$ cat config.mk
export PLATFORM = sky130hd
export DESIGN_NAME = otp_lock_seq
export DESIGN_NICKNAME = d
export VERILOG_FILES = /design/src/rtl/otp_lock_pkg.sv /design/src/rtl/otp_lock_map.sv /design/src/rtl/otp_lock_timer.sv /design/src/rtl/otp_lock_query.sv /design/src/rtl/otp_lock_seq.sv
export SDC_FILE = /design/constraint.sdc
export NUM_CORES = 1
export LEC_CHECK = 0
export ABC_AREA = 1
export BUFFER_PORTS_ARGS = -buffer_cell sky130_fd_sc_hd__buf_2
export CAP_MARGIN = 40
export CORE_MARGIN = 5
export CORE_UTILIZATION = 42
export CTS_BUF_LIST = sky130_fd_sc_hd__clkbuf_16
export DETAILED_ROUTE_END_ITERATION = 16
export GPL_TIMING_DRIVEN = 1
export PLACE_DENSITY = 0.82
export SLEW_MARGIN = 20
export SYNTH_ARGS = -nofsm -noshare
export SYNTH_HDL_FRONTEND = slang
export SYNTH_SLANG_ARGS = --single-unit
$ cat constraint.sdc
create_clock -name clk -period 6.8 [get_ports clk]
set_input_delay 1.36 -clock clk [delete_from_list [all_inputs] [get_ports clk]]
set_output_delay 1.36 -clock clk [all_outputs]
set_load 0.05 [all_outputs]
$ cat src/rtl/otp_lock_pkg.sv
package otp_lock_pkg;

  typedef enum logic [2:0] {
    LK_OK      = 3'd0,
    LK_INVAL   = 3'd1,
    LK_DENIED  = 3'd2,
    LK_TMO     = 3'd3,
    LK_CHKERR  = 3'd4
  } lk_status_e;

  typedef enum logic [1:0] {
    SEL_WDATA = 2'd0,
    SEL_CMD   = 2'd1,
    SEL_PWR   = 2'd2
  } ctl_sel_e;

  localparam logic [31:0] CMD_WRITE = 32'h0000_0100;
  localparam logic [31:0] CMD_LOCK  = 32'h0000_0200;

  // Lock word address: lower words pack two bits each, upper words one bit each.
  function automatic logic [31:0] lock_word_addr(input int unsigned idx,
                                                 input int unsigned upper_start,
                                                 input int unsigned data_w);
    int unsigned lo_per;
    lo_per = data_w / 2;
    if (idx < upper_start) return idx / lo_per;
    return (upper_start / lo_per) + (idx - upper_start) / data_w;
  endfunction

  // Lock bit pattern inside the data word.
  function automatic logic [31:0] lock_word_bits(input int unsigned idx,
                                                 input int unsigned upper_start,
                                                 input int unsigned data_w);
    int unsigned sh;
    if (idx < upper_start) begin
      sh = (idx * 2) % data_w;
      return 32'd3 << sh;
    end
    sh = idx % data_w;
    return 32'd1 << sh;
  endfunction

endpackage

$ cat src/rtl/otp_lock_map.sv
module otp_lock_map
  import otp_lock_pkg::*;
#(
  parameter int unsigned UPPER_START = 32,
  parameter int unsigned DATA_W      = 16,
  parameter int unsigned IDX_W       = 7
) (
  input  logic [IDX_W-1:0] idx,
  output logic [31:0]      addr,
  output logic [31:0]      bits
);
  always_comb begin
    addr = lock_word_addr(int'(idx), UPPER_START, DATA_W);
    bits = lock_word_bits(int'(idx), UPPER_START, DATA_W);
  end
endmodule

$ cat src/rtl/otp_lock_timer.sv
module otp_lock_timer #(
  parameter int unsigned LIMIT = 64,
  localparam int unsigned CW   = $clog2(LIMIT + 1)
) (
  input  logic clk,
  input  logic rst_n,
  input  logic run,
  output logic first,
  output logic expired
);
  logic [CW-1:0] cnt;

  always_ff @(posedge clk) begin
    if (!rst_n || !run) cnt <= '0;
    else if (!expired)  cnt <= cnt + CW'(1);
  end

  assign first   = (cnt == '0);
  assign expired = run && (cnt == CW'(LIMIT - 1));
endmodule

$ cat src/rtl/otp_lock_query.sv
module otp_lock_query #(
  parameter int unsigned NUM_WORDS = 96,
  parameter int unsigned IDX_W     = 7
) (
  input  logic [NUM_WORDS-1:0] lk_vec,
  input  logic [IDX_W-1:0]     idx,
  output logic [31:0]          val
);
  always_comb begin
    val = '0;
    for (int i = 0; i < int'(NUM_WORDS); i++) begin
      if (int'(idx) == i) val[0] = lk_vec[i];
    end
  end
endmodule

$ cat src/rtl/otp_lock_seq.sv
module otp_lock_seq
  import otp_lock_pkg::*;
#(
  parameter int unsigned NUM_WORDS   = 96,
  parameter int unsigned UPPER_START = 32,
  parameter int unsigned DATA_W      = 16,
  parameter int unsigned TIMEOUT_CYC = 64,
  localparam int unsigned IDX_W      = $clog2(NUM_WORDS)
) (
  input  logic                 clk,
  input  logic                 rst_n,
  input  logic                 req_valid,
  input  logic [31:0]          req_opt,
  input  logic [IDX_W-1:0]     req_idx,
  output logic                 req_ready,
  output logic                 done,
  output logic [2:0]           status,
  output logic                 ctl_wr,
  output logic [1:0]           ctl_sel,
  output logic [31:0]          ctl_wdata,
  input  logic                 ctl_pwr_on,
  input  logic                 ctl_busy,
  input  logic                 ctl_progfail,
  input  logic                 ctl_err,
  input  logic [NUM_WORDS-1:0] lk_vec,
  input  logic [IDX_W-1:0]     qry_idx,
  output logic [31:0]          qry_val
);

  typedef enum logic [3:0] {
    S_IDLE, S_CHK, S_PWRUP, S_PWRWT, S_DATA, S_CMD, S_BUSY, S_PWRDN, S_FIN
  } seq_state_e;

  seq_state_e  state, state_n;
  logic [IDX_W-1:0] idx_q;
  logic        own_pwr;
  lk_status_e  stat_q, stat_n;
  logic [31:0] map_addr, map_bits;
  logic        tmr_run, tmr_first, tmr_exp;

  // Named internal events for the checker.
  logic acc_ev, cmd_ev, pwrup_ev, pwrdn_ev, busy_done_ev;

  otp_lock_map #(.UPPER_START(UPPER_START), .DATA_W(DATA_W), .IDX_W(IDX_W)) u_map (
    .idx(idx_q), .addr(map_addr), .bits(map_bits)
  );

  otp_lock_timer #(.LIMIT(TIMEOUT_CYC)) u_tmr (
    .clk(clk), .rst_n(rst_n), .run(tmr_run), .first(tmr_first), .expired(tmr_exp)
  );

  otp_lock_query #(.NUM_WORDS(NUM_WORDS), .IDX_W(IDX_W)) u_qry (
    .lk_vec(lk_vec), .idx(qry_idx), .val(qry_val)
  );

  assign req_ready    = (state == S_IDLE);
  assign acc_ev       = req_ready && req_valid;
  assign tmr_run      = (state == S_PWRWT) || (state == S_BUSY);
  assign busy_done_ev = (state == S_BUSY) && !tmr_first && !ctl_busy;
  assign cmd_ev       = (state == S_CMD);
  assign pwrup_ev     = (state == S_PWRUP);
  assign pwrdn_ev     = (state == S_PWRDN);
  assign done         = (state == S_FIN);
  assign status       = stat_q;

  always_comb begin
    state_n = state;
    stat_n  = stat_q;
    unique case (state)
      S_IDLE: if (acc_ev) begin
        if (!req_opt[0]) begin
          state_n = S_FIN; stat_n = LK_OK;
        end else if (int'(req_idx) >= int'(NUM_WORDS)) begin
          state_n = S_FIN; stat_n = LK_INVAL;
        end else begin
          state_n = S_CHK;
        end
      end
      S_CHK:   state_n = ctl_pwr_on ? S_DATA : S_PWRUP;
      S_PWRUP: state_n = S_PWRWT;
      S_PWRWT: begin
        if (ctl_pwr_on) state_n = S_DATA;
        else if (tmr_exp) begin state_n = S_PWRDN; stat_n = LK_TMO; end
      end
      S_DATA:  state_n = S_CMD;
      S_CMD:   state_n = S_BUSY;
      S_BUSY: begin
        if (busy_done_ev) begin
          state_n = own_pwr ? S_PWRDN : S_FIN;
          if (ctl_progfail)  stat_n = LK_DENIED;
          else if (ctl_err)  stat_n = LK_CHKERR;
          else               stat_n = LK_OK;
        end else if (tmr_exp) begin
          state_n = own_pwr ? S_PWRDN : S_FIN;
          stat_n  = LK_TMO;
        end
      end
      S_PWRDN: state_n = S_FIN;
      S_FIN:   state_n = S_IDLE;
      default: state_n = S_IDLE;
    endcase
  end

  always_ff @(posedge clk) begin
    if (!rst_n) begin
      state   <= S_IDLE;
      stat_q  <= LK_OK;
      idx_q   <= '0;
      own_pwr <= 1'b0;
    end else begin
      state  <= state_n;
      stat_q <= stat_n;
      if (acc_ev) begin
        idx_q   <= req_idx;
        own_pwr <= 1'b0;
      end
      if (state == S_CHK) own_pwr <= !ctl_pwr_on;
    end
  end

  always_comb begin
    ctl_wr    = 1'b0;
    ctl_sel   = SEL_WDATA;
    ctl_wdata = '0;
    unique case (state)
      S_PWRUP: begin ctl_wr = 1'b1; ctl_sel = SEL_PWR;   ctl_wdata = 32'd1; end
      S_PWRDN: begin ctl_wr = 1'b1; ctl_sel = SEL_PWR;   ctl_wdata = 32'd0; end
      S_DATA:  begin ctl_wr = 1'b1; ctl_sel = SEL_WDATA; ctl_wdata = map_bits; end
      S_CMD:   begin ctl_wr = 1'b1; ctl_sel = SEL_CMD;
                     ctl_wdata = map_addr | CMD_WRITE | CMD_LOCK; end
      default: ;
    endcase
  end

endmodule

# After elaboration in Yosys (flattened, before gate mapping)
# Index checks and enable logic that the tools add are counted.
[op_classes] n_addsub=3 shift=2 n_mux=125 eq_ne=109 n_reduce_logical=20 n_lt_le_gt_ge=2
[ops] operator="7-bit equality test, second input constant" n=64
[ops] operator="32-bit 2-to-1 mux" n=4
[ops] operator="7-bit by 6-bit equality test with 1-bit output, second input constant" n=17
[ops] operator="1-bit 2-to-1 mux" n=100
[ops] operator="32-bit one-hot mux with 3 select lines" n=1
[ops] operator="7-bit by 5-bit equality test with 1-bit output, second input constant" n=8
[ops] operator="4-bit 2-to-1 mux" n=8
[ops] operator="4-bit one-hot mux with 8 select lines" n=1
[ops] operator="1-bit by 4-bit left shift with 32-bit output, first input constant" n=1
[ops] operator="2-bit by 4-bit left shift with 32-bit output, first input constant" n=1
[ops] operator="3-bit by 28-bit adder with 29-bit output, first input constant" n=1
[ops] operator="7-bit by 4-bit equality test with 1-bit output, second input constant" n=4
[ops] operator="3-bit 2-to-1 mux" n=9
[ops] operator="4-bit by 3-bit equality test with 1-bit output, second input constant" n=4
[ops] operator="7-bit by 3-bit equality test with 1-bit output, second input constant" n=2
[ops] operator="7-bit zero test" n=2
[ops] operator="3-bit one-hot mux with 3 select lines" n=1
[ops] operator="4-bit by 2-bit equality test with 1-bit output, second input constant" n=2
[ops] operator="7-bit by 6-bit subtractor with 8-bit output, second input constant" n=1
[ops] operator="7-bit by 1-bit adder with 7-bit output, second input constant" n=1
[ops] operator="7-bit by 2-bit equality test with 1-bit output, second input constant" n=1
[ops] operator="7-bit greater-or-equal comparator, second input constant" n=1
[ops] operator="7-bit by 6-bit less-than comparator with 1-bit output, second input constant" n=1
[ops] operator="3-bit != test, second input constant" n=2
[ops] operator="16 further kinds" n=24
[totals] elab_cells=266 inputBits=149 output_inout_bits=72 regBits=22

# Depth between registers and ports, before layout
[depth] ltp_word=97 ltp_mapped=56 mapped_depth_nobuf=56

# Cells and area by module
# A second synthesis with hierarchy kept.
[hier_totals] hier_cells=646 hier_area_um2=3882.5
[by_module_without_submodules] module="otp_lock_query" cells_per_inst=290 seq_area_each_um2=0.0 instances=1 area_each_um2=1541.5
[by_module_without_submodules] module="otp_lock_seq" cells_per_inst=186 seq_area_each_um2=300.3 instances=1 area_each_um2=1261.2
[by_module_without_submodules] module="otp_lock_map" cells_per_inst=109 seq_area_each_um2=0.0 instances=1 area_each_um2=675.6
[by_module_without_submodules] module="otp_lock_timer" cells_per_inst=61 seq_area_each_um2=140.1 instances=1 area_each_um2=404.1

# Least setup slack after synthesis
# Ideal clock, no wire load.
[synth_timing] kind="in2out" start="in qry_idx[0]" end="out qry_val[0]" slack_ns=0.287 arrival_time_ns=5.153 stages=53 required_time_ns=5.440 cell_sequence="nor2_1 inv_2 nor2_4 nand2_2 or2_4 nand2_1 nand4_1 nand2_1 nand4_1 nand2_1 nand4_1 nor2_1 nand4_1 nand2_1 nand4_1 nand2_1 nand3_1 nand2_1 [17 not listed] nand2_1 nand4_1 nand2_1 nand4_1 nand2_1 nand4_1 nand2_1 nand4_1 nand2_1 nand4_1 nand2_1 nand4_1 nand2_1 nand3_1 nand2_1 nand3_1 nor2_1 nand3_1"
[synth_between] elab_chain_cells=97
[synth_lines] item="from (decl)" line="otp_lock_seq.sv:26" rtl="input logic [IDX_W-1:0] qry_idx,"
[synth_lines] item="7-bit zero test" line="otp_lock_query.sv:12" rtl="if (int'(idx) == i) val[0] = lk_vec[i];"
[synth_lines] item="1-bit 2-to-1 mux (95 in a row)" line="otp_lock_query.sv:12"
[synth_lines] item="1-bit 2-to-1 mux (*)" line="otp_lock_query.sv:12"
[synth_lines] item="to (decl)" line="otp_lock_seq.sv:27" rtl="output logic [31:0] qry_val"
# Every way passes the cells marked *; elsewhere a longest branch is shown, timed or not.

# Worst setup path in the final report
[layout_timing] start="in qry_idx[5]" end="out qry_val[0]"
# The elaborated chain is that of the path after synthesis.

==> results.sh <==
export IMPL_ys_seq_elements=22
export IMPL_fin_crit_ps=7280
export IMPL_start_util_pct=43.0
export IMPL_area_delta_synth_final_pct=33.9
export IMPL_syn_cell_area_sq_mm=0.00312
export IMPL_switching_share_pct=55.3
export IMPL_grt_usage_pct=24.0
export IMPL_die_w_um=96.2
export IMPL_clkPwrFrac_pct=14.3
export IMPL_antenna_found_initial=0
export IMPL_crit_path_start_kind="input port"
export IMPL_worst_pin_slew_ps=616
export IMPL_synth_edf_count=0
export IMPL_status="finished, violations left"
export IMPL_drt_initial_drc_count=205
export IMPL_hold_viol=0
export IMPL_drc=0
export IMPL_final_area_sq_mm=0.00418
export IMPL_yosysWarnings=0
export IMPL_io_pins=221
export IMPL_port_buffers=151
export IMPL_drt_wl_total_um=11700
export IMPL_async_flop_share_pct=0
export IMPL_power_frac_seq_pct=21.7
export IMPL_overflow=0
export IMPL_ir_drop_mv=0.368
export IMPL_slew_headroom_pct=58.6
export IMPL_internal_power_mw=0.391
export IMPL_core_area_sq_mm=0.00725
export IMPL_critical_path_max_stage_delay_ps=260
export IMPL_drive_above_1_share_pct=31.8
export IMPL_combPwrFrac_pct=64.0
export IMPL_setup_viol=1
export IMPL_slew_violations=0
export IMPL_crit_type="in -> out"
export IMPL_ant_nets=0
export IMPL_vias=4269
export IMPL_cts_sinks=22
export IMPL_rrSetupSlack_ps=4260
export IMPL_power_total_mw=0.874
export IMPL_p_sw_mw=0.483
export IMPL_viasPerCell=5.14
export IMPL_maxCapViolCount=0
export IMPL_rsz0062_at_grt="yes"
export IMPL_required_ps=5440
export IMPL_die_h_um=96.2
export IMPL_cpMostUsedCell="nand2_1"
export IMPL_worst_slack_ps=-476
export IMPL_skew_ps=3.03
export IMPL_routedWlPerCell_um=14.1
export IMPL_path_buf_inv=4
export IMPL_violations="setup timing"
export IMPL_synth_area_per_cell_sq_um=5.66
export IMPL_grt_pass1_wl_um=17700
export IMPL_path_clk_slew_ps=60
export IMPL_worst_path_max_delay_cell="nor3_4"
export IMPL_place_hpwl_um=9920
export IMPL_grt_max_degree=16
export IMPL_syn_inst=551
export IMPL_row_count=31
export IMPL_worstPathArrival_ps=5920
export IMPL_fmax_ghz=0.137
export IMPL_synth_largest_area_cell="dfxtp_1"
export IMPL_ctsRootBufferMaster="clkbuf_16"
export IMPL_path_delay_family="simple AND/OR/NAND/NOR gates"
export IMPL_leakagePower_nw=2.20
export IMPL_fin_crit_sh_pct=107
export IMPL_cts_buffers=3
export IMPL_synth_ff_type="dfxtp_1"
export IMPL_synth_area_leaders="dfxtp_1 (14%), buf_4 (12%), inv_1 (11%)"
export IMPL_htreeDepth=1
export IMPL_worstSetupEndpointType="primary output"
export IMPL_synth_top_cell_area_share_pct=14.1
export IMPL_yosysSeqAreaShare_pct=14.1
export IMPL_powerDensity_mw_per_mm2=209
export IMPL_gp_congestion=0.958
export IMPL_cp_max_fo=9
export IMPL_nets=887
export IMPL_clk_latency_ps=260
export IMPL_fin_util_pct=57.6
export IMPL_cts_tree="yes"
export IMPL_cts_path_max_buffers=2
export IMPL_first_pass_iters=5
export IMPL_grt_pass1_vias=3961
export IMPL_fillerInstances=733
export IMPL_synth_cell_type_count=39
export IMPL_placed_area_sq_mm=0.00405
export IMPL_antenna_cells=0
export IMPL_min_path_type="reg -> reg"
export IMPL_die_area_sq_mm=0.00925
-- worst paths after layout --
kind              cells past startpoint                     to                  start
setup / recovery                     53             qry_val[0]             qry_idx[5]
hold / removal                        2  idx_q[4]$_SDFFE_PN0P_  idx_q[4]$_SDFFE_PN0P_
hold reg to reg                       2  idx_q[4]$_SDFFE_PN0P_  idx_q[4]$_SDFFE_PN0P_
setup reg to reg                      9  state[1]$_SDFFE_PN0P_  state[1]$_SDFFE_PN0P_
-- power groups by stage --
stage / registers (mW) / clock network, mW / logic (mW)
floorplan: 0.198 / 0 / 0.409
global placement: 0.189 / 0 / 0.535
detailed placement: 0.192 / 0 / 0.545
CTS: 0.189 / 0.127 / 0.552
global route: 0.194 / 0.133 / 0.615
finish: 0.190 / 0.125 / 0.560
-- Yosys cell counts (3+ instances only) --
| cell type | number |
|---|---|
| o21ai_0 | 33 |
| nor2_1 | 52 |
| inv_1 | 89 |
| ha_1 | 5 |
| clkbuf_1 | 3 |
| nand3_1 | 61 |
| dfxtp_1 | 22 |
| nand4_1 | 26 |
| nor2_2 | 7 |
| nor3_1 | 24 |
| a31oi_1 | 16 |
| buf_4 | 49 |
| nand2_1 | 89 |
| inv_2 | 10 |
| o211ai_1 | 3 |
| a21oi_1 | 28 |
-- tightest hold or removal path: stages (launching register included) --
cell and delay [ps]:
dfxtp_1 310, inv_1 60, a21oi_1 50
-- cells in the final DEF (no fill, tap or decap), types with 3 or more instances in the layout --
master     Yosys  final
conb_1         1     38
o21ai_0       33     33
a21oi_1       28     28
buf_2          0    147
nor3_1        24     24
dfxtp_1       22     22
clkinv_1       2      3
inv_2         10     11
nor2_2         7      7
nor2_1        52     50
nor2_4         1      3
o211ai_1       3      3
nand3_1       61     60
nand2_1       89     89
a31oi_1       16     16
clkbuf_16      0      3
ha_1           5      5
inv_1         89     88
buf_4         49     48
nand4_1       26     26
-- layer usage --
layer,vias to the layer above,global-route usage [%],routed length (um)
li1,2112,-,-
met2,228,44.6,5940
met1,1897,28.2,4250
met4,0,9.24,363
met5,-,0,0
met3,32,1.80,1150
-- metrics by stage --
| step | setup slack, ps | hold slack [ps] | setup TNS (ps) | instances |
|---|---|---|---|---|
| final | -476 | 467 | -476 | 831 |
| after global routing | -1000 | 495 | -1000 | 831 |
| after CTS | -559 | 468 | -559 | 831 |
| after detailed placement | -650 | 459 | -650 | 826 |
| after global placement | -564 | 453 | -564 | 826 |
| after floorplan | 287 | 438 | 0 | 588 |
-- kinds of logic (layout without fill, tap and decap cells) --
kind of cell | after synthesis | in the layout | share of synthesized area, %
AO/OA/AOI/OAI | 92 | 92 | 16.8
XOR/XNOR | 1 | 1 | 0.281
adder cells (fa/ha/maj) | 5 | 5 | 2.01
buffers and inverters | 157 | 301 | 25.6
other | 1 | 38 | 0.120
AND/OR/NAND/NOR | 273 | 273 | 41.0
flip-flops | 22 | 22 | 14.1
-- state kept, by name (all words and copies together), names as in the netlist --
name       count
own_pwr        1
status         3
state          4
u_tmr.cnt      7
idx_q          7
-- repair_timing --
| action | in CTS | in global routing |
|---|---|---|
| resized for setup | 6 | 7 |
| buffers inserted | 1 | 0 |
| setup endpoints to repair | 1 | 1 |
| pin swaps | 4 | 3 |
| gates cloned | 0 | 0 |
| hold buffers | 0 | 0 |
-- layout make-up --
type / count / area [sq um] / area share [%]
clock buffer: 3 / 75.1 / 1.80
clock inverter: 1 / 3.75 / 0.0899
inverter: 101 / 379 / 9.08
multi-input combinational: 409 / 2050 / 49.0
sequential: 22 / 440 / 10.5
tap: 99 / 124 / 2.97
timing repair buffer: 196 / 1110 / 26.5
(Power assumes the default switching activity.)
